$ cat config.mk
export PLATFORM = sky130hd
export DESIGN_NAME = ptp_time_counter
export DESIGN_NICKNAME = d
export VERILOG_FILES = /design/src/rtl/ptp_tc_pkg.sv /design/src/rtl/ptp_tc_cfg.sv /design/src/rtl/ptp_tc_acc.sv /design/src/rtl/ptp_tc_tod.sv /design/src/rtl/ptp_time_counter.sv
export SDC_FILE = /design/constraint.sdc
export NUM_CORES = 1
export LEC_CHECK = 0
export BUFFER_PORTS_ARGS = -buffer_cell sky130_fd_sc_hd__buf_2
export CAP_MARGIN = 10
export CORE_AREA = 2 2 175 177
export DETAILED_ROUTE_END_ITERATION = 8
export DIE_AREA = 0 0 177 179
export GPL_TIMING_DRIVEN = 1
export PLACE_DENSITY_LB_ADDON = 0.05
export SETUP_SLACK_MARGIN = 0.15
export SYNTH_ARGS = -nofsm -noshare
export SYNTH_HDL_FRONTEND = slang
export SYNTH_HIERARCHICAL = 1
export SYNTH_SLANG_ARGS = --single-unit
$ cat constraint.sdc
create_clock -name clk -period 3.6 [get_ports clk]
set_input_delay 0.36 -clock clk [delete_from_list [all_inputs] [get_ports clk]]
set_output_delay 0.36 -clock clk [all_outputs]
set_load 0.02 [all_outputs]
$ cat src/rtl/ptp_tc_pkg.sv
package ptp_tc_pkg;

  localparam int SEC_W  = 32;
  localparam int NS_W   = 30;
  localparam int DATA_W = 32;

  localparam logic [NS_W:0] NS_LIMIT = 31'd1_000_000_000;

  typedef enum logic [1:0] {
    SEL_ADDEND = 2'd0,
    SEL_INCR   = 2'd1,
    SEL_MODE   = 2'd2,
    SEL_LOAD   = 2'd3
  } wr_sel_e;

  typedef struct packed {
    logic [SEC_W-1:0] sec;
    logic [NS_W-1:0]  ns;
  } tod_t;

  // Add an increment (below the nanosecond limit) to a time value,
  // folding an overflowing nanosecond sum into seconds.
  function automatic tod_t tod_advance(input tod_t t, input logic [NS_W-1:0] inc);
    tod_t          r;
    logic [NS_W:0] sum;
    sum = {1'b0, t.ns} + {1'b0, inc};
    if (sum >= NS_LIMIT) begin
      r.ns  = NS_W'(sum - NS_LIMIT);
      r.sec = t.sec + 1'b1;
    end else begin
      r.ns  = sum[NS_W-1:0];
      r.sec = t.sec;
    end
    return r;
  endfunction

endpackage

$ cat src/rtl/ptp_tc_cfg.sv
module ptp_tc_cfg
  import ptp_tc_pkg::*;
#(
  parameter int ACC_W = 32,
  parameter int INC_W = 8,
  parameter logic [ACC_W-1:0] DEF_ADDEND = ACC_W'(1) << (ACC_W - 1),
  parameter logic [INC_W-1:0] DEF_INCR   = INC_W'(20)
) (
  input  logic              clk,
  input  logic              rst_n,
  input  logic              wr_en,
  input  logic [1:0]        wr_sel,
  input  logic [DATA_W-1:0] wr_data,
  output logic [ACC_W-1:0]  addend,
  output logic [INC_W-1:0]  incr,
  output logic              fine_mode,
  output logic              load_req
);

  wr_sel_e sel;
  assign sel      = wr_sel_e'(wr_sel);
  assign load_req = wr_en && (sel == SEL_LOAD);

  always_ff @(posedge clk) begin
    if (!rst_n) begin
      addend    <= DEF_ADDEND;
      incr      <= DEF_INCR;
      fine_mode <= 1'b1;
    end else if (wr_en) begin
      case (sel)
        SEL_ADDEND: addend    <= wr_data[ACC_W-1:0];
        SEL_INCR:   incr      <= wr_data[INC_W-1:0];
        SEL_MODE:   fine_mode <= wr_data[0];
        default:    ;
      endcase
    end
  end


  incr_hold_chk: assert property (@(posedge clk) disable iff (!rst_n)
    !(wr_en && sel == SEL_INCR) |=> $stable(incr));

endmodule

$ cat src/rtl/ptp_tc_acc.sv
module ptp_tc_acc #(
  parameter int ACC_W = 32
) (
  input  logic             clk,
  input  logic             rst_n,
  input  logic             clr,
  input  logic             fine_mode,
  input  logic [ACC_W-1:0] addend,
  output logic             carry
);

  logic [ACC_W-1:0] acc_q;
  logic [ACC_W:0]   sum;

  assign sum   = {1'b0, acc_q} + {1'b0, addend};
  assign carry = fine_mode && sum[ACC_W];

  always_ff @(posedge clk) begin
    if (!rst_n || clr)
      acc_q <= '0;
    else if (fine_mode)
      acc_q <= sum[ACC_W-1:0];
  end


  zero_addend_chk: assert property (@(posedge clk) disable iff (!rst_n)
    (!clr && addend == '0) |=> $stable(acc_q));


  acc_clear_chk: assert property (@(posedge clk) disable iff (!rst_n)
    clr |=> acc_q == '0);

endmodule

$ cat src/rtl/ptp_tc_tod.sv
module ptp_tc_tod
  import ptp_tc_pkg::*;
#(
  parameter int INC_W = 8
) (
  input  logic             clk,
  input  logic             rst_n,
  input  logic             load,
  input  logic [SEC_W-1:0] load_sec,
  input  logic [NS_W-1:0]  load_ns,
  input  logic             step,
  input  logic [INC_W-1:0] incr,
  output logic [SEC_W-1:0] tod_sec,
  output logic [NS_W-1:0]  tod_ns
);

  tod_t cur, nxt;
  logic [NS_W-1:0] incr_ext;

  assign incr_ext = NS_W'(incr);
  assign nxt      = tod_advance(cur, incr_ext);

  always_ff @(posedge clk) begin
    if (!rst_n)
      cur <= '0;
    else if (load)
      cur <= '{sec: load_sec, ns: load_ns};
    else if (step)
      cur <= nxt;
  end

  assign tod_sec = cur.sec;
  assign tod_ns  = cur.ns;


  ns_range_chk: assert property (@(posedge clk) disable iff (!rst_n)
    !load |=> tod_ns < NS_W'(NS_LIMIT));


  sec_carry_chk: assert property (@(posedge clk) disable iff (!rst_n)
    (step && !load && ({1'b0, tod_ns} + {1'b0, incr_ext}) >= NS_LIMIT)
      |=> tod_sec == $past(tod_sec) + 1'b1);


  hold_chk: assert property (@(posedge clk) disable iff (!rst_n)
    (!load && !step) |=> ($stable(tod_sec) && $stable(tod_ns)));

endmodule

$ cat src/rtl/ptp_time_counter.sv
module ptp_time_counter
  import ptp_tc_pkg::*;
#(
  parameter int ACC_W = 32,
  parameter int INC_W = 8
) (
  input  logic              clk,
  input  logic              rst_n,
  input  logic              wr_en,
  input  logic [1:0]        wr_sel,
  input  logic [DATA_W-1:0] wr_data,
  input  logic [NS_W-1:0]   wr_ns,
  output logic [SEC_W-1:0]  tod_sec,
  output logic [NS_W-1:0]   tod_ns
);

  logic [ACC_W-1:0] addend;
  logic [INC_W-1:0] incr;
  logic             fine_mode;
  logic             load_req;
  logic             acc_carry;
  logic             time_step;

  ptp_tc_cfg #(.ACC_W(ACC_W), .INC_W(INC_W)) u_cfg (
    .clk       (clk),
    .rst_n     (rst_n),
    .wr_en     (wr_en),
    .wr_sel    (wr_sel),
    .wr_data   (wr_data),
    .addend    (addend),
    .incr      (incr),
    .fine_mode (fine_mode),
    .load_req  (load_req)
  );

  ptp_tc_acc #(.ACC_W(ACC_W)) u_acc (
    .clk       (clk),
    .rst_n     (rst_n),
    .clr       (load_req),
    .fine_mode (fine_mode),
    .addend    (addend),
    .carry     (acc_carry)
  );

  assign time_step = fine_mode ? acc_carry : 1'b1;

  ptp_tc_tod #(.INC_W(INC_W)) u_tod (
    .clk      (clk),
    .rst_n    (rst_n),
    .load     (load_req),
    .load_sec (wr_data[SEC_W-1:0]),
    .load_ns  (wr_ns),
    .step     (time_step),
    .incr     (incr),
    .tod_sec  (tod_sec),
    .tod_ns   (tod_ns)
  );


  load_apply_chk: assert property (@(posedge clk) disable iff (!rst_n)
    load_req |=> (tod_sec == $past(wr_data[SEC_W-1:0]) && tod_ns == $past(wr_ns)));


  coarse_step_chk: assert property (@(posedge clk) disable iff (!rst_n)
    (!fine_mode && !load_req && incr != '0) |=> !($stable(tod_sec) && $stable(tod_ns)));

endmodule

Word level (Yosys, flattened, before mapping)
Cells that the tools add are included.
{ "classes": {"n_eq_ne": 3, "n_reduce_logical": 11, "addsub": 4, "n_lt_le_gt_ge": 1, "mux": 4} }
{ "op_table": {"columns": ["cell", "n"], "rows": [
  ["$mux W62", 3],
  ["$add A32 B32 Y33", 1],
  ["$add A32 B1 Y32 const B", 1],
  ["$add A30 B8 Y31", 1],
  ["$ge A31 B30 Y1 const B", 1],
  ["$sub A30 B30 Y30 const B", 1],
  ["$reduce_and A2 Y1", 4],
  ["$eq A2 B2 Y1 const B", 2],
  ["$reduce_bool A2 Y1", 2],
  ["$eq A2 B1 Y1 const B", 1],
  ["$logic_and A1 B1 Y1", 2],
  ["$logic_not A2 Y1", 1],
  ["$logic_not A1 Y1", 1],
  ["$logic_or A1 B1 Y1", 1],
  ["$mux W1", 1]
]} }
{ "word_totals": {"wordCells": 29, "output_inout_bits": 62, "reg_bits": 135, "inputBits": 67} }

Depth between registers and ports, before layout
Gate-level depths: netlist of run 1.
{ "logic_depth": {"depth_word": 5, "mapped_depth": 18, "ltp_nobuf": 16} }

Modules after synthesis
Netlist of run 1, hierarchy kept.
{ "modules_own_cells": {"columns": ["module", "area_per_inst_um2", "seq_area_each_um2", "instances", "cells_each"], "rows": [
  ["ptp_tc_tod", 4847.1, 1241.2, 1, 626],
  ["ptp_tc_acc", 2837.7, 640.6, 1, 349],
  ["ptp_tc_cfg", 1707.9, 820.8, 1, 177],
  ["ptp_time_counter", 6.3, 0.0, 1, 1]
]} }

Worst setup path after synthesis of run 1
OpenSTA, ideal clock, no wires.
{ "synth_path": {"path_type": "flip-flop to flip-flop", "from": "reg u_tod.cur (netlist bit u_tod/tod_ns[0])", "to": "reg u_tod.cur (netlist bit u_tod/tod_ns[24])", "arrival_ns": 3.797, "required_ns": 3.478, "period_less_slack_ns": 3.919, "setup_ns": 0.122, "n_path_buf": 1, "path_slack_ns": -0.319, "path_stages_with_launch": 16, "path_cell_list": "dfxtp_1 ha_1 fa_1 a211oi_1 o211a_1 o21ai_0 and2_1 ha_1 o211ai_1 a2111oi_1 o31a_1 buf_6 or4_4 xor2_1 nand4_1 nor3b_2"} }
{ "synth_via": {"elab_chain_cells": 5, "word_cells_on_any_way": 6, "cone_classes": "add/sub (2); order compare (1); mux (3)"} }
{ "synth_rtl": {"columns": ["element", "line_no", "text"], "rows": [
  ["from (decl)", "ptp_tc_tod.sv:17", "tod_t cur, nxt;"],
  ["from (signal assigned)", "ptp_tc_tod.sv:27", "cur <= '{sec: load_sec, ns: load_ns};"],
  ["from (signal assigned)", "ptp_tc_tod.sv:29", "cur <= nxt;"],
  ["$add A30 B8 Y31 (*)", "ptp_tc_pkg.sv:26", "sum = {1'b0, t.ns} + {1'b0, inc};"],
  ["$sub A30 B30 Y30 or $ge A31 B30 Y1 (tied branches)", "ptp_tc_pkg.sv:28, ptp_tc_pkg.sv:27", null],
  ["$mux W62 (*)", "ptp_tc_pkg.sv:27", "if (sum >= NS_LIMIT) begin"],
  ["$mux W62 (*)", "ptp_tc_tod.sv:28", "else if (step)"],
  ["$mux W62 (*)", "ptp_tc_tod.sv:26", "else if (load)"]
]} }
Every way passes the cells marked *; elsewhere a longest branch is shown, timed or not. The select of a mux whose other input is x is not followed.
A chain may end at the register's enable or synchronous reset.

Worst setup path after layout of run 1
Ends and elaborated chain as after synthesis.

==> results.toml, run 1 <==
[setup_path]
r2r_cells = 16
rr_startpoint = "u_tod/tod_ns[0]"
required_ns = 3.91
cp_max_fo = 6
slowest_delay_ns = 0.52
cp.arrival_ns = 4.07
end_kind = "flip-flop"
reg2reg_slack_ns = -0.16
critical_path_class = "flip-flop to flip-flop"
crit_path_start_kind = "flip-flop"
cp-startpoint = "u_tod/tod_ns[0]"
cp_slowest_cell = "or4_4"
r2r_end = "u_tod/tod_ns[24]"
path_cells = "ha_4, fa_2, a211oi_4, buf_6, o211ai_4, and3_4, a211o_1, a2bb2oi_4, buf_4, buf_4, a211oi_4, o21a_1, or4_4, xor2_2, nand4_1, nor3b_2"
critPathBufInv = 3
critPathTopFamily = "compound AO/OA/AOI/OAI gates"

[floorplanning]
chipWidth_um = 177
io_pins = 129
die_area_um2 = 31700
initial_core_util_pct = 31.3
die_h_um = 179
rows = 64
core_um2 = 30000

[layout]
layout.cells.non_filler = 1798
final_util_pct = 42.2
mostFrequentLayoutCell = "buf_4"
nFillCells = 3130
num-nets-final = 1501
area_growth_pct = 34.8
multi_input_area_um2 = 6790
antenna_cells = 0
drive_above_1_share_pct = 32.7
register_area_um2 = 2710
final_cell_mix = "buf_4, nand2_1, dfxtp_1, buf_2, a21oi_1"

[synth]
yosysSeqAreaShare_pct = 28.8
syn_inst = 1153
synth_area_per_cell_um2 = 8.15
ys.warnings.count = 6
netlist_area_um2 = 9400
synth_edf_count = 0
async_flop_share_pct = 0
syn_nets = 1264
synthDistinctLibCells = 97
yosys_most_used_dff = "dfxtp_1"
ys_seq_elements = 135

[routing]
drt-initial-drc-count = 567
dr.pass1.iters = 7
drc = 0
routed_via_density = 5.11
wl_mm = 32.0
via_count = 9188
avgRoutedWirePerCell_um = 17.8
ant_nets = 0

[clock_network]
cts_root_buffer = "clkbuf_16"
worstSkewPairLatency_ns = 0.44
clkSinkCount = 135
numCtsBuffers = 17
cts_max_path_buffers = 2
clk_pin_slew_ns = 0.06
cts_tree = "yes"
postCtsHoldBufs = 0
cts_max_level = 4

[run]
cap_violations = 0

[run_status]
failed_checks = "setup timing"
status = "complete, but fails checks"

[sta]
fin_skew_ns = 0.00937
rsz0062_at_grt = "true"
final_max_slew_viol_count = 0
fmax_ghz = 0.266
worst_slack_ns = -0.155
tns_ns = -1.48
fin_crit_sh_pct = 104
fin_crit_ns = 3.76
hold_viol = 0
finalSetupViolations = 24
relSlewSlack_pct = 44.4
tightest_slew_ns = 0.834

[placement]
io_buffers = 128
dp_cells = 1743
place_hpwl_mm = 23.8
place_worst_setup_slack_ns = -0.152
place_congestion = 0.834

[pwr]
finalPower_mw = 4.45
power.density_nw_per_um2 = 351
peakVddDrop_mv = 0.315
power.leakage_nw = 5.27

[hold_path]
hold_path_end = "u_tod/tod_ns[10]"
min_from = "wr_ns[10]"
hold_class = "primary input to flip-flop"
hold_path_depth = 3

[grt]
antenna_found_initial = 0
grt_pass1_wl_mm = 50.1
grtUsageTotal_pct = 20.4
grt_max_degree = 83
grt_pass1_vias = 9038
grt_overflow = 0
## worst min-delay path, cell delays in order
cell and delay [ns]:
buf_2 0.08, nand3_1 0.08, o41ai_2 0.05
## per-layer routing
metal	global-route usage (%)	vias up	share of wire [%]	wire length, um
met5	0	-	0	0
li1	-	4629	-	-
met3	3.52	31	3.5	1130
met1	26.2	4359	46	14700
met4	5.96	0	1.7	544
met2	34.8	169	49	15600
## flip-flops by register name, summed over array words and instances, names as in the netlist
name,count
u_tod/tod_ns,30
u_cfg/addend,32
u_acc/acc_q,32
u_cfg/incr,8
u_tod/tod_sec,32
u_cfg/fine_mode,1
## stage by stage
stage               hold WS [ns]  area, um2
finish                     0.169      12700
global route               0.148      12700
CTS                        0.146      12300
detailed placement         0.449      11300
global placement           0.437      11300
floorplan                  0.429       9490
## how the worst max path moves through the flow
stage / to / slack (ns) / depth (start not counted)
after CTS: u_tod/tod_ns[24] / -0.07 / 15
after global routing: u_tod/tod_ns[24] / -0.27 / 16
after global placement: u_tod/tod_ns[24] / -0.15 / 15
final: u_tod/tod_ns[24] / -0.16 / 16
after detailed placement: u_tod/tod_ns[24] / -0.15 / 15
after floorplan: u_tod/tod_ns[24] / 0.01 / 15
## report_power, final
part           leakage (nW)  internal [mW]  switching [mW]  total, mW
logic                  3.89          0.442           0.549      0.991
clock network         0.280           1.09           0.726       1.81
registers              1.10           1.57          0.0755       1.65
## final cells by class
| class | instances | share of cell area, % |
|---|---|---|
| multi-input combinational | 918 | 53.6 |
| tap | 396 | 3.91 |
| sequential | 135 | 21.4 |
| timing repair buffer | 294 | 15.8 |
| clock buffer | 20 | 3.45 |
| clock inverter | 11 | 1.19 |
| inverter | 24 | 0.731 |
## repair_timing
| item | 4_1_cts | 5_1_grt |
|---|---|---|
| hold endpoints to repair | 0 | 0 |
| buffers inserted | 11 | 12 |
| cloned | 1 | 0 |
| pin swaps | 47 | 35 |
| endpoints found under the setup margin | 55 | 56 |
| resized for setup | 67 | 54 |
## logic make-up (layout without fill, tap and decap cells)
logic type / Yosys count / in the layout / synth area share (%)
AO/OA/AOI/OAI: 312 / 312 / 21.8
XOR/XNOR: 92 / 92 / 8.65
adder cells (fa/ha/maj): 44 / 44 / 6.02
buffers and inverters: 100 / 349 / 5.51
flip-flops: 135 / 135 / 28.8
multiplexers: 66 / 66 / 7.06
AND/OR/NAND/NOR: 404 / 404 / 22.2
## cells in the mapped netlist (all sizes together) (21+ instances only)
cell type	count	share of area [%]
xor2	49	4.6
nor3	23	1.4
mux2i	64	6.8
a21oi	105	5.8
nand4	21	1.4
buf	27	2.6
nor2	75	3.0
xnor2	43	4.1
clkbuf	49	2.0
nand2	141	5.7
o21ai	92	4.9
and3	23	1.7
a211oi	21	2.0
nand3	31	1.7
dfxtp	135	29
ha	42	5.6
inv	22	0.88
(Power assumes the default switching activity.)
==> run 2, diff against run 1 <==
--- a/config.mk
+++ b/config.mk
@@ -7,9 +7,9 @@
 export LEC_CHECK = 0
 export BUFFER_PORTS_ARGS = -buffer_cell sky130_fd_sc_hd__buf_2
 export CAP_MARGIN = 10
-export CORE_AREA = 2 2 175 177
+export CORE_AREA = 2 2 153 155
 export DETAILED_ROUTE_END_ITERATION = 8
-export DIE_AREA = 0 0 177 179
+export DIE_AREA = 0 0 155 157
 export GPL_TIMING_DRIVEN = 1
 export PLACE_DENSITY_LB_ADDON = 0.05
 export SETUP_SLACK_MARGIN = 0.15
==> constraint.sdc (replaced) <==
create_clock -name clk -period 4.2 [get_ports clk]
set_input_delay 0.42 -clock clk [delete_from_list [all_inputs] [get_ports clk]]
set_output_delay 0.42 -clock clk [all_outputs]
set_load 0.02 [all_outputs]
==> run 2 against run 1 <==
  * The flow now finishes without violations
  * Clock power decreased by 19%
  * Core utilization rose by 7.8 points
  * Wire length is 10% lower
  * First-iteration DRC count down 12%
  * Critical path depth is the same
  * Register-to-register slack better by 0.43 ns
  * Maximum frequency shrank 4.4%
  * Die area is 23% lower
  * Via count is 3.7% lower
  * Final cell count decreased by 12%
  * Global-route usage is 3.0 points higher
  * Clock skew is 0.0012 ns higher
  * Critical path type unchanged
  * Critical endpoint unchanged
  * Highest routed layer unchanged
==> results.toml, run 2 (synthesis gave the netlist of run 1 again) <==
[sta]
tightest_slew_ns = 0.693
fin_crit_ns = 3.93
worst_slack_ns = 0.272
relSlewSlack_pct = 53.7
rsz0062_at_grt = "false"
fin_crit_sh_pct = 93.5
fin_skew_ns = 0.0106
finalSetupViolations = 0
tns_ns = 0
fmax_ghz = 0.255
final_max_slew_viol_count = 0
hold_viol = 0

[pwr]
peakVddDrop_mv = 0.268
finalPower_mw = 3.60
power.density_nw_per_um2 = 320
power.leakage_nw = 4.70

[clock_network]
cts_max_level = 4
clk_pin_slew_ns = 0.06
cts_tree = "yes"
cts_root_buffer = "clkbuf_16"
cts_max_path_buffers = 2
postCtsHoldBufs = 0
numCtsBuffers = 17
worstSkewPairLatency_ns = 0.42
clkSinkCount = 135

[layout]
num-nets-final = 1399
drive_above_1_share_pct = 22.6
area_growth_pct = 19.6
antenna_cells = 0
mostFrequentLayoutCell = "nand2_1"
final_cell_mix = "nand2_1, dfxtp_1, buf_2, a21oi_1, o21ai_0"

[floorplanning]
core_um2 = 22500
io_pins = 129
die_h_um = 157
rows = 55
die_area_um2 = 24300
initial_core_util_pct = 41.8
chipWidth_um = 155

[setup_path]
required_ns = 4.51
reg2reg_slack_ns = 0.27
r2r_cells = 16
cp_slowest_cell = "or4_4"
critical_path_class = "flip-flop to flip-flop"
crit_path_start_kind = "flip-flop"
endpoint = "u_tod/tod_ns[24]"
cp.arrival_ns = 4.24
path_cells = "ha_4, fa_2, a211oi_2, buf_4, o211a_4, or3_4, and2_4, ha_2, o211ai_1, a2111oi_2, o31a_1, buf_4, or4_4, xor2_4, a211oi_2, nor3b_2"
cp_max_fo = 5
cp-startpoint = "u_cfg/incr[0]"
slowest_delay_ns = 0.52
rr_startpoint = "u_cfg/incr[0]"
r2r_end = "u_tod/tod_ns[24]"
end_kind = "flip-flop"

[routing]
wl_mm = 28.8
drt-initial-drc-count = 497
dr_wl_met2_mm = 13.6
top_layer_used = "met4"
route.met3.wl_mm = 1.25
ant_nets = 0
avgRoutedWirePerCell_um = 18.2
via_count = 8845
wl_met1_mm = 13.2
drc = 0
dr.pass1.iters = 5
routed_via_density = 5.58

[grt]
grt_pass1_wl_mm = 44.9
grt_pass1_vias = 8326
grt_max_degree = 49
grt_overflow = 0
antenna_found_initial = 0
grtUsageTotal_pct = 23.4

[placement]
place_worst_setup_slack_ns = 0.0322
place_congestion = 0.887
place_hpwl_mm = 21.2
io_buffers = 128

[hold_path]
hold_class = "primary input to flip-flop"

[run]
cap_violations = 0

[run_status]
status = "finished clean"
==> run 2: how the worst min path moves through the flow <==
stage	slack, ns	endpoint	from	depth (start not counted)
CTS	0.22	u_tod/tod_ns[1]	wr_ns[1]	3
finish	0.23	u_tod/tod_ns[1]	wr_ns[1]	3
floorplan	0.43	u_acc/acc_q[13]	u_acc/acc_q[13]	2
detailed placement	0.44	u_acc/acc_q[19]	u_acc/acc_q[19]	2
global route	0.23	u_tod/tod_ns[19]	wr_ns[19]	2
global placement	0.44	u_acc/acc_q[30]	u_acc/acc_q[30]	2
==> run 2: worst max-delay path, delay by kind of cell, from the launching register on <==
kind,cells,cell delay [ns]
AO/OA/AOI/OAI,6,1.27
flip-flops,1,0.35
AND/OR/NAND/NOR,4,1.13
adder cells (fa/ha/maj),3,0.52
XOR/XNOR,1,0.21
buffers and inverters,2,0.33
==> run 2: layout make-up <==
| class | count | area [um2] |
|---|---|---|
| Fill cell | 2229 | 11300 |
| Timing Repair Buffer | 191 | 1120 |
| Multi-Input combinational cell | 919 | 6400 |
| Tap cell | 285 | 357 |
| Clock buffer | 22 | 464 |
| Clock inverter | 9 | 101 |
| Sequential cell | 135 | 2710 |
| Inverter | 24 | 91.3 |
==> run 2: what timing repair did <==
action / 4_1_cts / 5_1_grt
buffers inserted: 0 / 5
gates cloned: 0 / 1
pin swaps: 0 / 9
endpoints found under the setup margin: 20 / 47
resized for setup: 2 / 35
==> run 2: routing by layer <==
metal	GRT usage, %	vias to the layer above
li1	-	4446
met1	30.5	4141
met2	39.4	212
met3	3.44	46
met4	8.20	0
met5	0	-
==> run 2: per-stage QoR <==
| step | cell area, um2 | utilization, % | std cells | hold slack [ns] |
|---|---|---|---|---|
| 6_report | 11200 | 50.0 | 1585 | 0.233 |
| 5_1_grt | 11200 | 50.0 | 1585 | 0.230 |
| 4_1_cts | 11000 | 48.9 | 1579 | 0.219 |
| 3_5_place_dp | 10400 | 46.3 | 1548 | 0.442 |
| 3_3_place_gp | 10400 | 46.3 | 1548 | 0.436 |
| 2_1_floorplan | 9400 | - | 1153 | 0.429 |
==> run 2: power by group <==
| part | internal, mW | switching, mW |
|---|---|---|
| Combinational | 0.283 | 0.420 |
| Clock | 0.898 | 0.575 |
| Sequential | 1.35 | 0.0700 |
==> run 3, diff against run 2 <==
==> constraint.sdc (replaced) <==
create_clock -name clk -period 4.2 [get_ports clk]
set_input_delay 1.05 -clock clk [delete_from_list [all_inputs] [get_ports clk]]
set_output_delay 1.05 -clock clk [all_outputs]
set_load 0.02 [all_outputs]
==> run 3 against run 2 <==
  * Non-clock buffer count is 14 lower
  * Wire length shrank 2.0%
  * Clock skew rose by 0.0099 ns
  * Largest power group unchanged
  * First-iteration DRC count decreased by 7.8%
  * Largest cell class unchanged
  * Core utilization down 0.93 points
  * Highest routed layer unchanged
  * Sequential share of layout area grew 0.42 points
  * Register-to-register slack got worse by 0.05 ns
  * Die area unchanged
  * Power is 1.5% higher
==> results.toml, run 3 (synthesis gave the netlist of run 1 again) <==
[sta]
fin_hold_ws_ns = 0.453
finalSetupViolations = 0
tightest_slew_ns = 0.714
fin_crit_sh_pct = 94.7
rsz0062_at_grt = "true"
relSlewSlack_pct = 52.3
fmax_ghz = 0.251
fin_crit_ns = 3.98
fin_skew_ns = 0.0205
hold_viol = 0
final_max_slew_viol_count = 0

[clock_network]
cts_max_level = 4
clk_pin_slew_ns = 0.06
clkSinkCount = 135
cts_root_buffer = "clkbuf_16"
cts_max_path_buffers = 2
numCtsBuffers = 17
postCtsHoldBufs = 0
worstSkewPairLatency_ns = 0.43
cts_tree = "yes"

[layout]
mostFrequentLayoutCell = "nand2_1"
nFillCells = 2258
num-nets-final = 1384
final_util_pct = 49.0
drive_above_1_share_pct = 20.5
final_cell_mix = "nand2_1, dfxtp_1, buf_2, a21oi_1, o21ai_0"
antenna_cells = 0
area_growth_pct = 17.4
layout.cells.non_filler = 1571
final_area_um2 = 11000

[routing]
avgRoutedWirePerCell_um = 18.0
drt-initial-drc-count = 458
via_count = 8764
dr.pass1.iters = 5
routed_via_density = 5.58
wl_mm = 28.2
drc = 0
ant_nets = 0

[setup_path]
critical_path_class = "flip-flop to flip-flop"
r2r_cells = 13
end_kind = "flip-flop"
required_ns = 4.51
rr_startpoint = "u_tod/tod_ns[6]"
crit_path_start_kind = "flip-flop"
r2r_end = "u_tod/tod_ns[24]"
reg2reg_slack_ns = 0.22
cp.arrival_ns = 4.29
cp_max_fo = 10

[placement]
place_congestion = 0.884
io_buffers = 128
dp_cells = 1536
post_dp_cell_area_um2 = 10300
place_hpwl_mm = 20.7

[pwr]
peakVddDrop_mv = 0.267
switching_power_mw = 1.09
combPwrFrac_pct = 17.8
power.density_nw_per_um2 = 331
finalPower_mw = 3.65
swShare_pct = 30.0
power.leakage_nw = 4.62
pwr-share-clk_pct = 43.5
p_seq_share_pct = 38.7
internal_power_mw = 2.55

[floorplanning]
initial_core_util_pct = 41.8
die_h_um = 157
io_pins = 129
rows = 55
core_um2 = 22500
die_area_um2 = 24300
chipWidth_um = 155

[run]
cap_violations = 0

[grt]
grt_pass1_wl_mm = 44.4
grt_overflow = 0
grt_pass1_vias = 8167
grtUsageTotal_pct = 23.0
grt_max_degree = 71
antenna_found_initial = 0

[hold_path]
hold_path_depth = 2
min_from = "u_acc/acc_q[19]"
hold_class = "flip-flop to flip-flop"
hold_path_end = "u_acc/acc_q[19]"

[run_status]
status = "finished clean"
[run 3: changes by cell type in the layout (fill, tap and decap cells not counted), sizes merged]
| cell | previous run | this run |
|---|---|---|
| bufinv | 2 | 3 |
| clkinv | 8 | 7 |
| clkbuf | 22 | 19 |
| o211ai | 16 | 15 |
| buf | 191 | 177 |
| inv | 22 | 25 |
| clkinvlp | 1 | 2 |
[run 3: layout make-up]
type	instances	area, um2	area share, %
sequential	135	2700	24.5
multi-input combinational	918	6240	56.6
clock inverter	13	170	1.54
tap	285	357	3.23
timing repair buffer	177	1030	9.31
clock buffer	19	443	4.01
inverter	24	91.3	0.828
[run 3: worst max-delay path by stage]
stage,to,slack (ns),start,cells past startpoint
floorplan,u_tod/tod_ns[24],0.28,u_tod/tod_ns[0],15
global placement,u_tod/tod_sec[17],0.03,u_tod/tod_ns[0],15
detailed placement,u_tod/tod_sec[17],-0.05,u_tod/tod_ns[0],15
CTS,u_tod/tod_ns[24],0.17,u_tod/tod_ns[0],16
global route,u_tod/tod_ns[24],0.08,u_tod/tod_ns[5],14
finish,u_tod/tod_ns[24],0.22,u_tod/tod_ns[6],13
[run 3: timing repair]
action | 4_1_cts | 5_1_grt
gates resized for setup | 3 | 9
buffers inserted | 0 | 3
pin swaps | 1 | 4
endpoints found under the setup margin | 12 | 39
hold endpoints to repair | 0 | 0
[run 3: routing by layer]
metal  share of wire, %  GRT usage, %  vias to the layer above
met3                4.4          4.02                       33
met5                  0             0                        -
met4                2.5          7.89                        0
li1                   -             -                     4410
met1                 46          30.0                     4114
met2                 47          38.3                      207
[run 3: metrics by stage]
stage / setup TNS, ns / worst slack [ns]
final: 0 / 0.221
after global routing: 0 / 0.0761
after CTS: 0 / 0.166
after detailed placement: -0.147 / -0.0528
after global placement: 0 / 0.0298
after floorplan: 0 / 0.281
[run 3: worst max-delay path, cell delays in order, from the launching register on]
cell and delay, ns:
dfxtp_1 0.34, ha_1 0.39, nand4_1 0.15, or3_4 0.45, a21oi_4 0.34, mux2i_1 0.37
a2bb2oi_4 0.19, nor3_1 0.06, o31a_1 0.35, buf_4 0.19, or4_4 0.54, xor2_2 0.20
a211oi_2 0.23, nor3b_2 0.06
[run 3: power groups by stage]
stage | sequential [mW] | combinational [mW] | clock, mW
after floorplan | 1.47 | 0.401 | 0
final | 1.41 | 0.649 | 1.59
after CTS | 1.41 | 0.644 | 1.63
after detailed placement | 1.44 | 0.638 | 0
after global placement | 1.44 | 0.640 | 0
after global routing | 1.42 | 0.712 | 1.69
